## src/rtl/eeseq_pkg.sv

```systemverilog
package eeseq_pkg;

  localparam logic [7:0] OP_READ   = 8'h03;
  localparam logic [7:0] OP_WRITE  = 8'h02;
  localparam logic [7:0] OP_ARM    = 8'h06;
  localparam logic [7:0] OP_STATUS = 8'h05;
  localparam logic [7:0] FILL_BYTE = 8'h00;
  localparam int         BUSY_BIT  = 0;

  typedef enum logic [1:0] {
    K_POLL  = 2'd0,
    K_ARM   = 2'd1,
    K_WRITE = 2'd2,
    K_READ  = 2'd3
  } kind_t;

  typedef struct packed {
    logic  loadReq;
    logic  clrIdx;
    logic  incIdx;
    logic  capture;
    kind_t kind;
  } seqCmd_t;

  function automatic logic [7:0] opcodeOf(kind_t k);
    case (k)
      K_POLL:  return OP_STATUS;
      K_ARM:   return OP_ARM;
      K_WRITE: return OP_WRITE;
      default: return OP_READ;
    endcase
  endfunction

  function automatic int frameBytes(kind_t k, int addrBytes);
    case (k)
      K_POLL:  return 2;
      K_ARM:   return 1;
      default: return addrBytes + 2;
    endcase
  endfunction

endpackage

```

## src/rtl/eeseq_dpath.sv

```systemverilog
module eeseq_dpath
  import eeseq_pkg::*;
#(
  parameter int ADDR_W = 16
) (
  input  logic              clk,
  input  logic              rstN,
  input  seqCmd_t           cmd,
  input  logic [ADDR_W-1:0] reqAddr,
  input  logic [7:0]        reqData,
  input  logic [7:0]        shRxByte,
  output logic [7:0]        shTxByte,
  output logic [7:0]        rdData,
  output logic              lastByte,
  output logic              devBusy
);

  localparam int ADDR_BYTES = ADDR_W / 8;
  localparam int IDX_W      = $clog2(ADDR_BYTES + 2);

  logic [ADDR_W-1:0] addrQ;
  logic [7:0]        dataQ;
  logic [IDX_W-1:0]  idxQ;
  logic              statusQ;
  logic [7:0]        rdQ;
  logic [7:0]        addrByte [ADDR_BYTES];

  // address bytes, most significant first
  for (genvar g = 0; g < ADDR_BYTES; g++) begin : gAddrByte
    assign addrByte[g] = addrQ[(ADDR_BYTES-1-g)*8 +: 8];
  end

  always_ff @(posedge clk) begin
    if (!rstN) begin
      addrQ   <= '0;
      dataQ   <= '0;
      idxQ    <= '0;
      statusQ <= 1'b0;
      rdQ     <= '0;
    end else begin
      if (cmd.loadReq) begin
        addrQ <= reqAddr;
        dataQ <= reqData;
      end
      if (cmd.clrIdx)      idxQ <= '0;
      else if (cmd.incIdx) idxQ <= idxQ + 1'b1;
      if (cmd.capture) begin
        if (cmd.kind == K_POLL) statusQ <= shRxByte[BUSY_BIT];
        if (cmd.kind == K_READ) rdQ     <= shRxByte;
      end
    end
  end

  always_comb begin
    shTxByte = FILL_BYTE;
    if (idxQ == '0) begin
      shTxByte = opcodeOf(cmd.kind);
    end else if (cmd.kind == K_WRITE || cmd.kind == K_READ) begin
      for (int b = 0; b < ADDR_BYTES; b++) begin
        if (idxQ == IDX_W'(b + 1)) shTxByte = addrByte[b];
      end
      if (cmd.kind == K_WRITE && idxQ == IDX_W'(ADDR_BYTES + 1)) shTxByte = dataQ;
    end
  end

  assign lastByte = (idxQ == IDX_W'(frameBytes(cmd.kind, ADDR_BYTES) - 1));
  assign devBusy  = statusQ;
  assign rdData   = rdQ;

endmodule

```

## src/rtl/eeseq_ctrl.sv

```systemverilog
module eeseq_ctrl
  import eeseq_pkg::*;
#(
  parameter int GUARD = 4
) (
  input  logic    clk,
  input  logic    rstN,
  input  logic    reqRead,
  input  logic    reqWrite,
  input  logic    lastByte,
  input  logic    devBusy,
  input  logic    shDone,
  output seqCmd_t cmd,
  output logic    shStart,
  output logic    csN,
  output logic    busy,
  output logic    done
);

  localparam int CW = $clog2(GUARD + 1);

  typedef enum logic [2:0] {
    S_IDLE, S_LEAD, S_ISSUE, S_WAIT, S_TAIL, S_GAP, S_DONE
  } state_t;

  state_t          stQ, stD;
  kind_t           kindQ, kindD;
  logic [CW-1:0]   cntQ;
  logic            inGuard;
  logic            guardEnd;

  assign inGuard  = (stQ == S_LEAD) || (stQ == S_TAIL) || (stQ == S_GAP);
  assign guardEnd = inGuard && (cntQ == CW'(GUARD - 1));

  always_ff @(posedge clk) begin
    if (!rstN) begin
      stQ   <= S_IDLE;
      kindQ <= K_POLL;
      cntQ  <= '0;
    end else begin
      stQ   <= stD;
      kindQ <= kindD;
      cntQ  <= (!inGuard || guardEnd) ? '0 : cntQ + 1'b1;
    end
  end

  always_comb begin
    stD         = stQ;
    kindD       = kindQ;
    cmd.loadReq = 1'b0;
    cmd.clrIdx  = 1'b0;
    cmd.incIdx  = 1'b0;
    cmd.capture = 1'b0;
    cmd.kind    = kindQ;
    case (stQ)
      S_IDLE: begin
        if (reqWrite) begin
          cmd.loadReq = 1'b1;
          cmd.clrIdx  = 1'b1;
          kindD       = K_POLL;
          stD         = S_LEAD;
        end else if (reqRead) begin
          cmd.loadReq = 1'b1;
          cmd.clrIdx  = 1'b1;
          kindD       = K_READ;
          stD         = S_LEAD;
        end
      end
      S_LEAD:  if (guardEnd) stD = S_ISSUE;
      S_ISSUE: stD = S_WAIT;
      S_WAIT: begin
        if (shDone) begin
          if (lastByte) begin
            cmd.capture = 1'b1;
            stD         = S_TAIL;
          end else begin
            cmd.incIdx = 1'b1;
            stD        = S_ISSUE;
          end
        end
      end
      S_TAIL:  if (guardEnd) stD = S_GAP;
      S_GAP: begin
        if (guardEnd) begin
          cmd.clrIdx = 1'b1;
          case (kindQ)
            K_POLL: begin
              kindD = devBusy ? K_POLL : K_ARM;
              stD   = S_LEAD;
            end
            K_ARM: begin
              kindD = K_WRITE;
              stD   = S_LEAD;
            end
            default: stD = S_DONE;
          endcase
        end
      end
      S_DONE:  stD = S_IDLE;
      default: stD = S_IDLE;
    endcase
  end

  assign shStart = (stQ == S_ISSUE);
  assign csN     = !((stQ == S_LEAD) || (stQ == S_ISSUE) || (stQ == S_WAIT) || (stQ == S_TAIL));
  assign busy    = (stQ != S_IDLE);
  assign done    = (stQ == S_DONE);

endmodule

```

## src/rtl/spi_eeprom_sequencer.sv

```systemverilog
module spi_eeprom_sequencer
  import eeseq_pkg::*;
#(
  parameter int ADDR_W = 16,
  parameter int GUARD  = 4
) (
  input  logic              clk,
  input  logic              rstN,
  input  logic              reqRead,
  input  logic              reqWrite,
  input  logic [ADDR_W-1:0] reqAddr,
  input  logic [7:0]        reqData,
  output logic              busy,
  output logic              done,
  output logic [7:0]        rdData,
  output logic              csN,
  output logic              shStart,
  output logic [7:0]        shTxByte,
  input  logic              shDone,
  input  logic [7:0]        shRxByte
);

  seqCmd_t cmd;
  logic    lastByte;
  logic    devBusy;

  eeseq_ctrl #(.GUARD(GUARD)) uCtrl (
    .clk      (clk),
    .rstN     (rstN),
    .reqRead  (reqRead),
    .reqWrite (reqWrite),
    .lastByte (lastByte),
    .devBusy  (devBusy),
    .shDone   (shDone),
    .cmd      (cmd),
    .shStart  (shStart),
    .csN      (csN),
    .busy     (busy),
    .done     (done)
  );

  eeseq_dpath #(.ADDR_W(ADDR_W)) uDpath (
    .clk      (clk),
    .rstN     (rstN),
    .cmd      (cmd),
    .reqAddr  (reqAddr),
    .reqData  (reqData),
    .shRxByte (shRxByte),
    .shTxByte (shTxByte),
    .rdData   (rdData),
    .lastByte (lastByte),
    .devBusy  (devBusy)
  );

endmodule

```

## config.mk

```make
export PLATFORM = sky130hd
export DESIGN_NAME = spi_eeprom_sequencer
export DESIGN_NICKNAME = d
export VERILOG_FILES = /design/src/rtl/eeseq_pkg.sv /design/src/rtl/eeseq_dpath.sv /design/src/rtl/eeseq_ctrl.sv /design/src/rtl/spi_eeprom_sequencer.sv
export SDC_FILE = /design/constraint.sdc
export NUM_CORES = 1
export LEC_CHECK = 0
export BUFFER_PORTS_ARGS = -buffer_cell sky130_fd_sc_hd__buf_2
export CORE_MARGIN = 8
export CORE_UTILIZATION = 56
export DETAILED_ROUTE_END_ITERATION = 16
export GPL_TIMING_DRIVEN = 1
export MAX_ROUTING_LAYER = met4
export PLACE_DENSITY = 0.95
export SYNTH_ARGS = -nofsm -noshare
export SYNTH_HDL_FRONTEND = slang
export SYNTH_SLANG_ARGS = --single-unit
```

## constraint.sdc

```tcl
create_clock -name clk -period 4 [get_ports clk]
set_clock_uncertainty 0.2 [all_clocks]
set_input_delay 0 -clock clk [delete_from_list [all_inputs] [get_ports clk]]
set_output_delay 0 -clock clk [all_outputs]
set_load 0.02 [all_outputs]
```

Word level (Yosys, flattened, before mapping)
Index checks and enable logic that the tools add are counted.
- bits in latches: 0
- memories kept: 0
- register bits: 43
- memory bits (read-only): 0
- input bits: 37
- logic and storage cells: 86
- output and inout bits: 20
- bits in writable memories: 0
- add/sub/neg operators: 3
- equality and inequality tests: 20
- div/mod/pow operators: 0
- bitwise logic cells: 1
- magnitude comparators: 0
- multipliers: 0
- shift operators: 0
- multiplexer cells: 31
- reductions and logical operators: 23
- operators with widths (kind ; number):
    $mux W8 ; 5
    $mux W3 ; 8
    $pmux W3 S6 ; 1
    $mux W2 ; 7
    $pmux W2 S2 ; 3
    $eq A3 B2 Y1 const B ; 3
    $eq A3 B3 Y1 const B ; 3
    $pmux W3 S3 ; 1
    $eq A2 B2 Y1 const B ; 4
    $logic_or A1 B1 Y1 ; 7
    $ne A2 B1 Y1 const B ; 3
    $ne A3 B3 Y1 const B ; 2
    $reduce_or A2 Y1 ; 3
    $mux W1 ; 5
    $reduce_and A5 Y1 ; 1
    $eq A2 B1 Y1 const B ; 2
    $logic_not A2 Y1 ; 2
    $reduce_and A2 Y1 ; 2
    $reduce_and A4 Y1 ; 1
    $add A3 B1 Y3 const B ; 1
    $eq A3 B1 Y1 const B ; 1
    $logic_not A3 Y1 ; 1
    $reduce_bool A3 Y1 ; 1
    $add A2 B1 Y2 const B ; 1
    other kinds (8) ; 10

Logic depth before layout (Yosys ltp)
- depth after elaboration: 8
- gate-level depth with buffers: 9
- depth with buffers taken out: 8

Modules after synthesis
A second synthesis with hierarchy kept.
- cells, all modules: 245
- area, all modules: 2245.9 µm²
- by module, submodules not included (module ; seq. area each (µm²) ; times used ; area each (µm²) ; cells each):
    eeseq_dpath ; 700.7 ; 1 ; 1721.7 ; 177
    eeseq_ctrl ; 160.2 ; 1 ; 524.3 ; 68

Worst setup path before layout
OpenSTA, ideal clock, no wires.
- path kind: reg2reg
- start: reg uCtrl.kindQ[1]
- end: reg uCtrl.kindQ[0]
- library setup time: 115 ps
- data required time: 3685 ps
- path buffers: 0
- stages on the path, launching flop included: 9
- data arrival time: 1864 ps
- clock period less this slack: 2179 ps
- path slack: 1821 ps
- cells stage by stage: dfxtp_1 inv_1 ha_1 inv_1 ha_1 and2b_1 a32oi_1 or4_1 and3_1
- longest elaborated chain between the ends: 4
- elaborated cells on any way between the ends: 7
- those cells by class: eq/ne: 2; mux: 3; reduce/logical: 2
- ends and longest elaborated chain (element ; RTL line ; text):
    start, declared ; eeseq_ctrl.sv:27 ; kind_t kindQ, kindD;
    start signal, assigned ; eeseq_ctrl.sv:42 ; kindQ <= kindD;
    $eq A2 B1 Y1 / $logic_not A2 Y1 (equally long branches) ; eeseq_ctrl.sv:86 ; case (kindQ)
    $pmux W2 S2 ; eeseq_ctrl.sv:86 ;
    $mux W2 ; eeseq_ctrl.sv:84 ; if (guardEnd) begin
    $pmux W2 S2 ; eeseq_ctrl.sv:55 ; case (stQ)
Several ways; a longest one is shown, not always the timed one. The select of a mux whose other input is x is not followed.
A chain may end at the register's enable or synchronous reset.

Worst setup path after layout
- start: reg uCtrl.kindQ[1]
- end: reg uDpath.rdQ[7] (netlist: uDpath.rdData[7])
- longest elaborated chain between the ends: 8
- elaborated cells on any way between the ends: 10
- those cells by class: add/sub: 1; eq/ne: 3; mux: 4; reduce/logical: 2
- ends and longest elaborated chain (element ; RTL line ; text):
    $eq A2 B1 Y1 / $logic_not A2 Y1 (equally long branches) ; eeseq_pkg.sv:35 ; case (k)
    $pmux W2 S2 ; eeseq_pkg.sv:35 ;
    $sub A2 B1 Y2 ; eeseq_dpath.sv:66 ; assign lastByte = (idxQ == IDX_W'(frameBytes(cmd.kind, ADDR_BYTES) - 1));
    $eq A2 B2 Y1 ; eeseq_dpath.sv:66 ;
    $mux W1 ; eeseq_ctrl.sv:73 ; if (lastByte) begin
    $mux W2 ; eeseq_ctrl.sv:72 ; if (shDone) begin
    $mux W2 ; eeseq_ctrl.sv:55 ;
    $reduce_and A2 Y1 (no source line) * ; - ;
    end signal, assigned ; eeseq_dpath.sv:49 ; if (cmd.kind == K_READ) rdQ <= shRxByte;
    end, declared ; eeseq_dpath.sv:25 ; logic [7:0] rdQ;
Every way passes the cells marked *; elsewhere a longest branch is shown, timed or not.

==> results.py <==
metrics = {
    "drt": {
        "finalWirelength_mm": 7.70,
        "drtPass1Iterations": 6,
        "antenna_left": 0,
        "wl_per_cell_um": 17.9,
        "via_count": 2544,
        "remaining_drc_errors": 0,
        "viasPerCell": 5.93,
        "drt_first_iter_violations": 257,
    },
    "global_routing": {
        "grt_antenna_before_repair": 0,
        "grt_first_pass_wirelength_mm": 12.3,
        "overflow": 0,
        "grt_use_total_pct": 25.6,
        "grt_max_degree": 26,
        "first_global_vias": 2563,
    },
    "layout": {
        "nNetsFinal": 430,
        "fillers": 202,
        "antennaDiodeCount": 0,
        "layout_common_cells": "nand2_1, buf_2, dlygate4sd3_1",
        "multiInputGateArea_um2": 1160,
        "fin_area_um2": 3020,
        "final_common_cell": "nand2_1",
        "areaGrowthSynthToFinish_pct": 39.4,
        "seq_area_um2": 861,
        "drive_gt1_share_pct": 18.1,
    },
    "synthesis": {
        "synth_area_per_cell_um2": 7.56,
        "ys_types": 37,
        "muxShareOfSynthArea_pct": 0.925,
        "ys_warn_count": 0,
        "synth-main-ff-cell": "dfxtp_1",
        "synth-seq-cells": 43,
        "synth_compound_area_share_pct": 19.9,
        "synth-xor-area-share_pct": 1.21,
        "async_reset_ff_share_pct": 0,
        "synth_fa_ha_area_share_pct": 6.94,
        "synth_enable_flop_cells": 0,
        "ys_seq_area_share_pct": 39.8,
        "synth_area_um2": 2160,
        "synth_simple_gate_area_share_pct": 24.5,
        "syn_inst": 286,
        "synthesis.nets": 335,
        "synth_top_family_by_area": "simple AND/OR/NAND/NOR gates",
    },
    "placed_design": {
        "gp_congestion": 0.906,
        "portBuffers": 56,
        "place_area_um2": 2410,
        "hpwl_mm": 3.72,
    },
    "flow_run": {
        "maxCapViolCount": 0,
    },
    "critical_path": {
        "endpoint_kind": "flip-flop",
        "path_cells": "inv_1 -> ha_1 -> inv_1 -> ha_1 -> xor2_1 -> nand4_1 -> nand3_1 -> o21ai_0 -> dlygate4sd3_1",
        "cp.arrival_ns": 3.16,
        "critPathBufInv": 3,
        "worstReg2RegStart": "uCtrl.kindQ[1]",
        "setup.worst_path.class": "flip-flop to flip-flop",
        "startpoint": "uCtrl.kindQ[1]",
        "startpoint_type": "flip-flop",
        "cp_data_required_time_ns": 3.99,
        "crit_slowest_cell": "dlygate4sd3_1",
        "critPathMaxStageDelay_ns": 0.61,
        "path_max_fanout": 16,
        "crit_family": "simple AND/OR/NAND/NOR gates",
    },
    "hold_path": {
        "hp-class": "primary input to flip-flop",
        "hold_start": "reqRead",
    },
    "die": {
        "dieArea_um2": 6110,
        "rows": 22,
        "boundaryPins": 57,
        "chipHeight_um": 78.2,
        "fp.coreArea_um2": 3690,
        "start_util_pct": 58.6,
        "die_x_um": 78.2,
    },
    "clocking": {
        "cts_root_buf": "clkbuf_8",
        "numCtsBuffers": 5,
        "cts.sinks": 43,
        "clk_latency_ns": 0.30,
        "path_clk_slew_ns": 0.08,
        "cts_setup_buffers": 0,
        "htree_levels": 2,
        "cts_tree": "done",
        "cts-resized-gates": 0,
        "ctsHoldBuffers": 50,
        "clockBufferDepth": 2,
    },
    "sta": {
        "rsz0062_at_grt": "false",
        "finalCritPeriodShare_pct": 79.4,
        "fmaxAchievable_ghz": 0.315,
        "tightest_slew_ns": 1.07,
        "setup_viol": 0,
        "final_max_slew_viol_count": 0,
        "tns_ns": 0,
        "finalHoldViolCount": 0,
        "finalCriticalPeriod_ns": 3.17,
        "max_slew_margin_pct": 27.9,
    },
    "power_and_ir_drop": {
        "p_leak_nw": 1.30,
        "ir_worst_vdd_v": 0.000260,
        "p_per_area_nw_per_um2": 324,
    },
    "run_status": {
        "status": "complete, no violations",
    },
}
[cell usage after synthesis (2+ instances only)]
cell type | number | share of area, %
dfxtp_1 | 43 | 40
buf_6 | 3 | 1.6
nand2_1 | 78 | 14
and3_1 | 2 | 0.58
a211oi_1 | 2 | 0.69
nor3_1 | 4 | 0.93
o211ai_1 | 8 | 2.8
ha_1 | 12 | 6.9
nand3b_1 | 2 | 0.69
inv_1 | 13 | 2.3
and2_1 | 2 | 0.58
o21ai_0 | 24 | 5.6
o22ai_1 | 3 | 0.87
nor2_1 | 15 | 2.6
clkbuf_1 | 13 | 2.3
buf_2 | 3 | 0.69
a21oi_2 | 4 | 1.6
nor2b_1 | 2 | 0.58
mux2i_1 | 2 | 0.93
nand3_1 | 10 | 2.3
xor2_1 | 2 | 0.81
a21oi_1 | 24 | 5.6
[worst paths after layout]
kind	to	slack, ns	depth (start not counted)
worst max-delay path	uDpath.rdData[7]	0.83	9
worst min-delay path	uCtrl.stQ[0]	0.05	5
worst max register to register	uDpath.rdData[7]	0.83	9
worst min register to register	uDpath.addrByte[14]	0.26	2
[layer usage]
layer | GRT usage (%) | part of all wire, % | vias up
li1 | - | - | 1152
met4 | 17.4 | 6.7 | 0
met1 | 26.6 | 38 | 1175
met5 | - | 0 | -
met2 | 41.6 | 48 | 162
met3 | 6.95 | 7.5 | 55
[per-stage QoR]
stage	std cells	power (W)	hold slack [ns]	setup WS (ns)	utilization [%]
2_1_floorplan	286	0.000565	-0.0640	1.82	-
3_3_place_gp	372	0.000599	0.0427	1.72	65.4
3_5_place_dp	372	0.000604	0.0479	1.59	65.4
4_1_cts	429	0.000952	0.00898	1.05	81.8
5_1_grt	429	0.00101	0.0945	0.619	81.8
6_report	429	0.000978	0.0515	0.826	81.8
[worst register-to-register path, stage by stage, from the launching register on]
cell and delay, ns:
dfxtp_1 0.34, inv_1 0.10, ha_1 0.25, inv_1 0.08
ha_1 0.30, xor2_1 0.23, nand4_1 0.54, nand3_1 0.28
o21ai_0 0.12, dlygate4sd3_1 0.61
[kinds of logic (layout without fill, tap and decap cells)]
logic type / Yosys count / count (layout)
and+or+nand+nor: 122 / 122
AOI/OAI and AO/OA: 72 / 72
DFF: 43 / 43
buffers and inverters: 32 / 127
adders and majority gates: 12 / 12
xor gates and xnor gates: 3 / 3
muxes: 2 / 2
[where the power goes]
part / internal, W / switching [W]
sequential: 0.000450 / 0.0000183
combinational: 0.0000790 / 0.0000949
clock: 0.000183 / 0.000152
total: 0.000713 / 0.000265
[registers in the layout, indices dropped and copies added (netlist names)]
signal	count
uDpath.devBusy	1
uCtrl.cntQ	3
uCtrl.kindQ	2
uDpath.addrByte	16
uDpath.rdData	8
uDpath.idxQ	2
uDpath.dataQ	8
uCtrl.stQ	3
[area by class of cell]
cell class	instances	area share [%]
flip-flops and latches	43	28.5
well taps	48	1.99
clock buffers	6	2.41
multi-input cells	211	38.3
inverters	13	1.62
repair buffers	107	26.1
clock inverters	1	0.995
(Power assumes the default switching activity.)
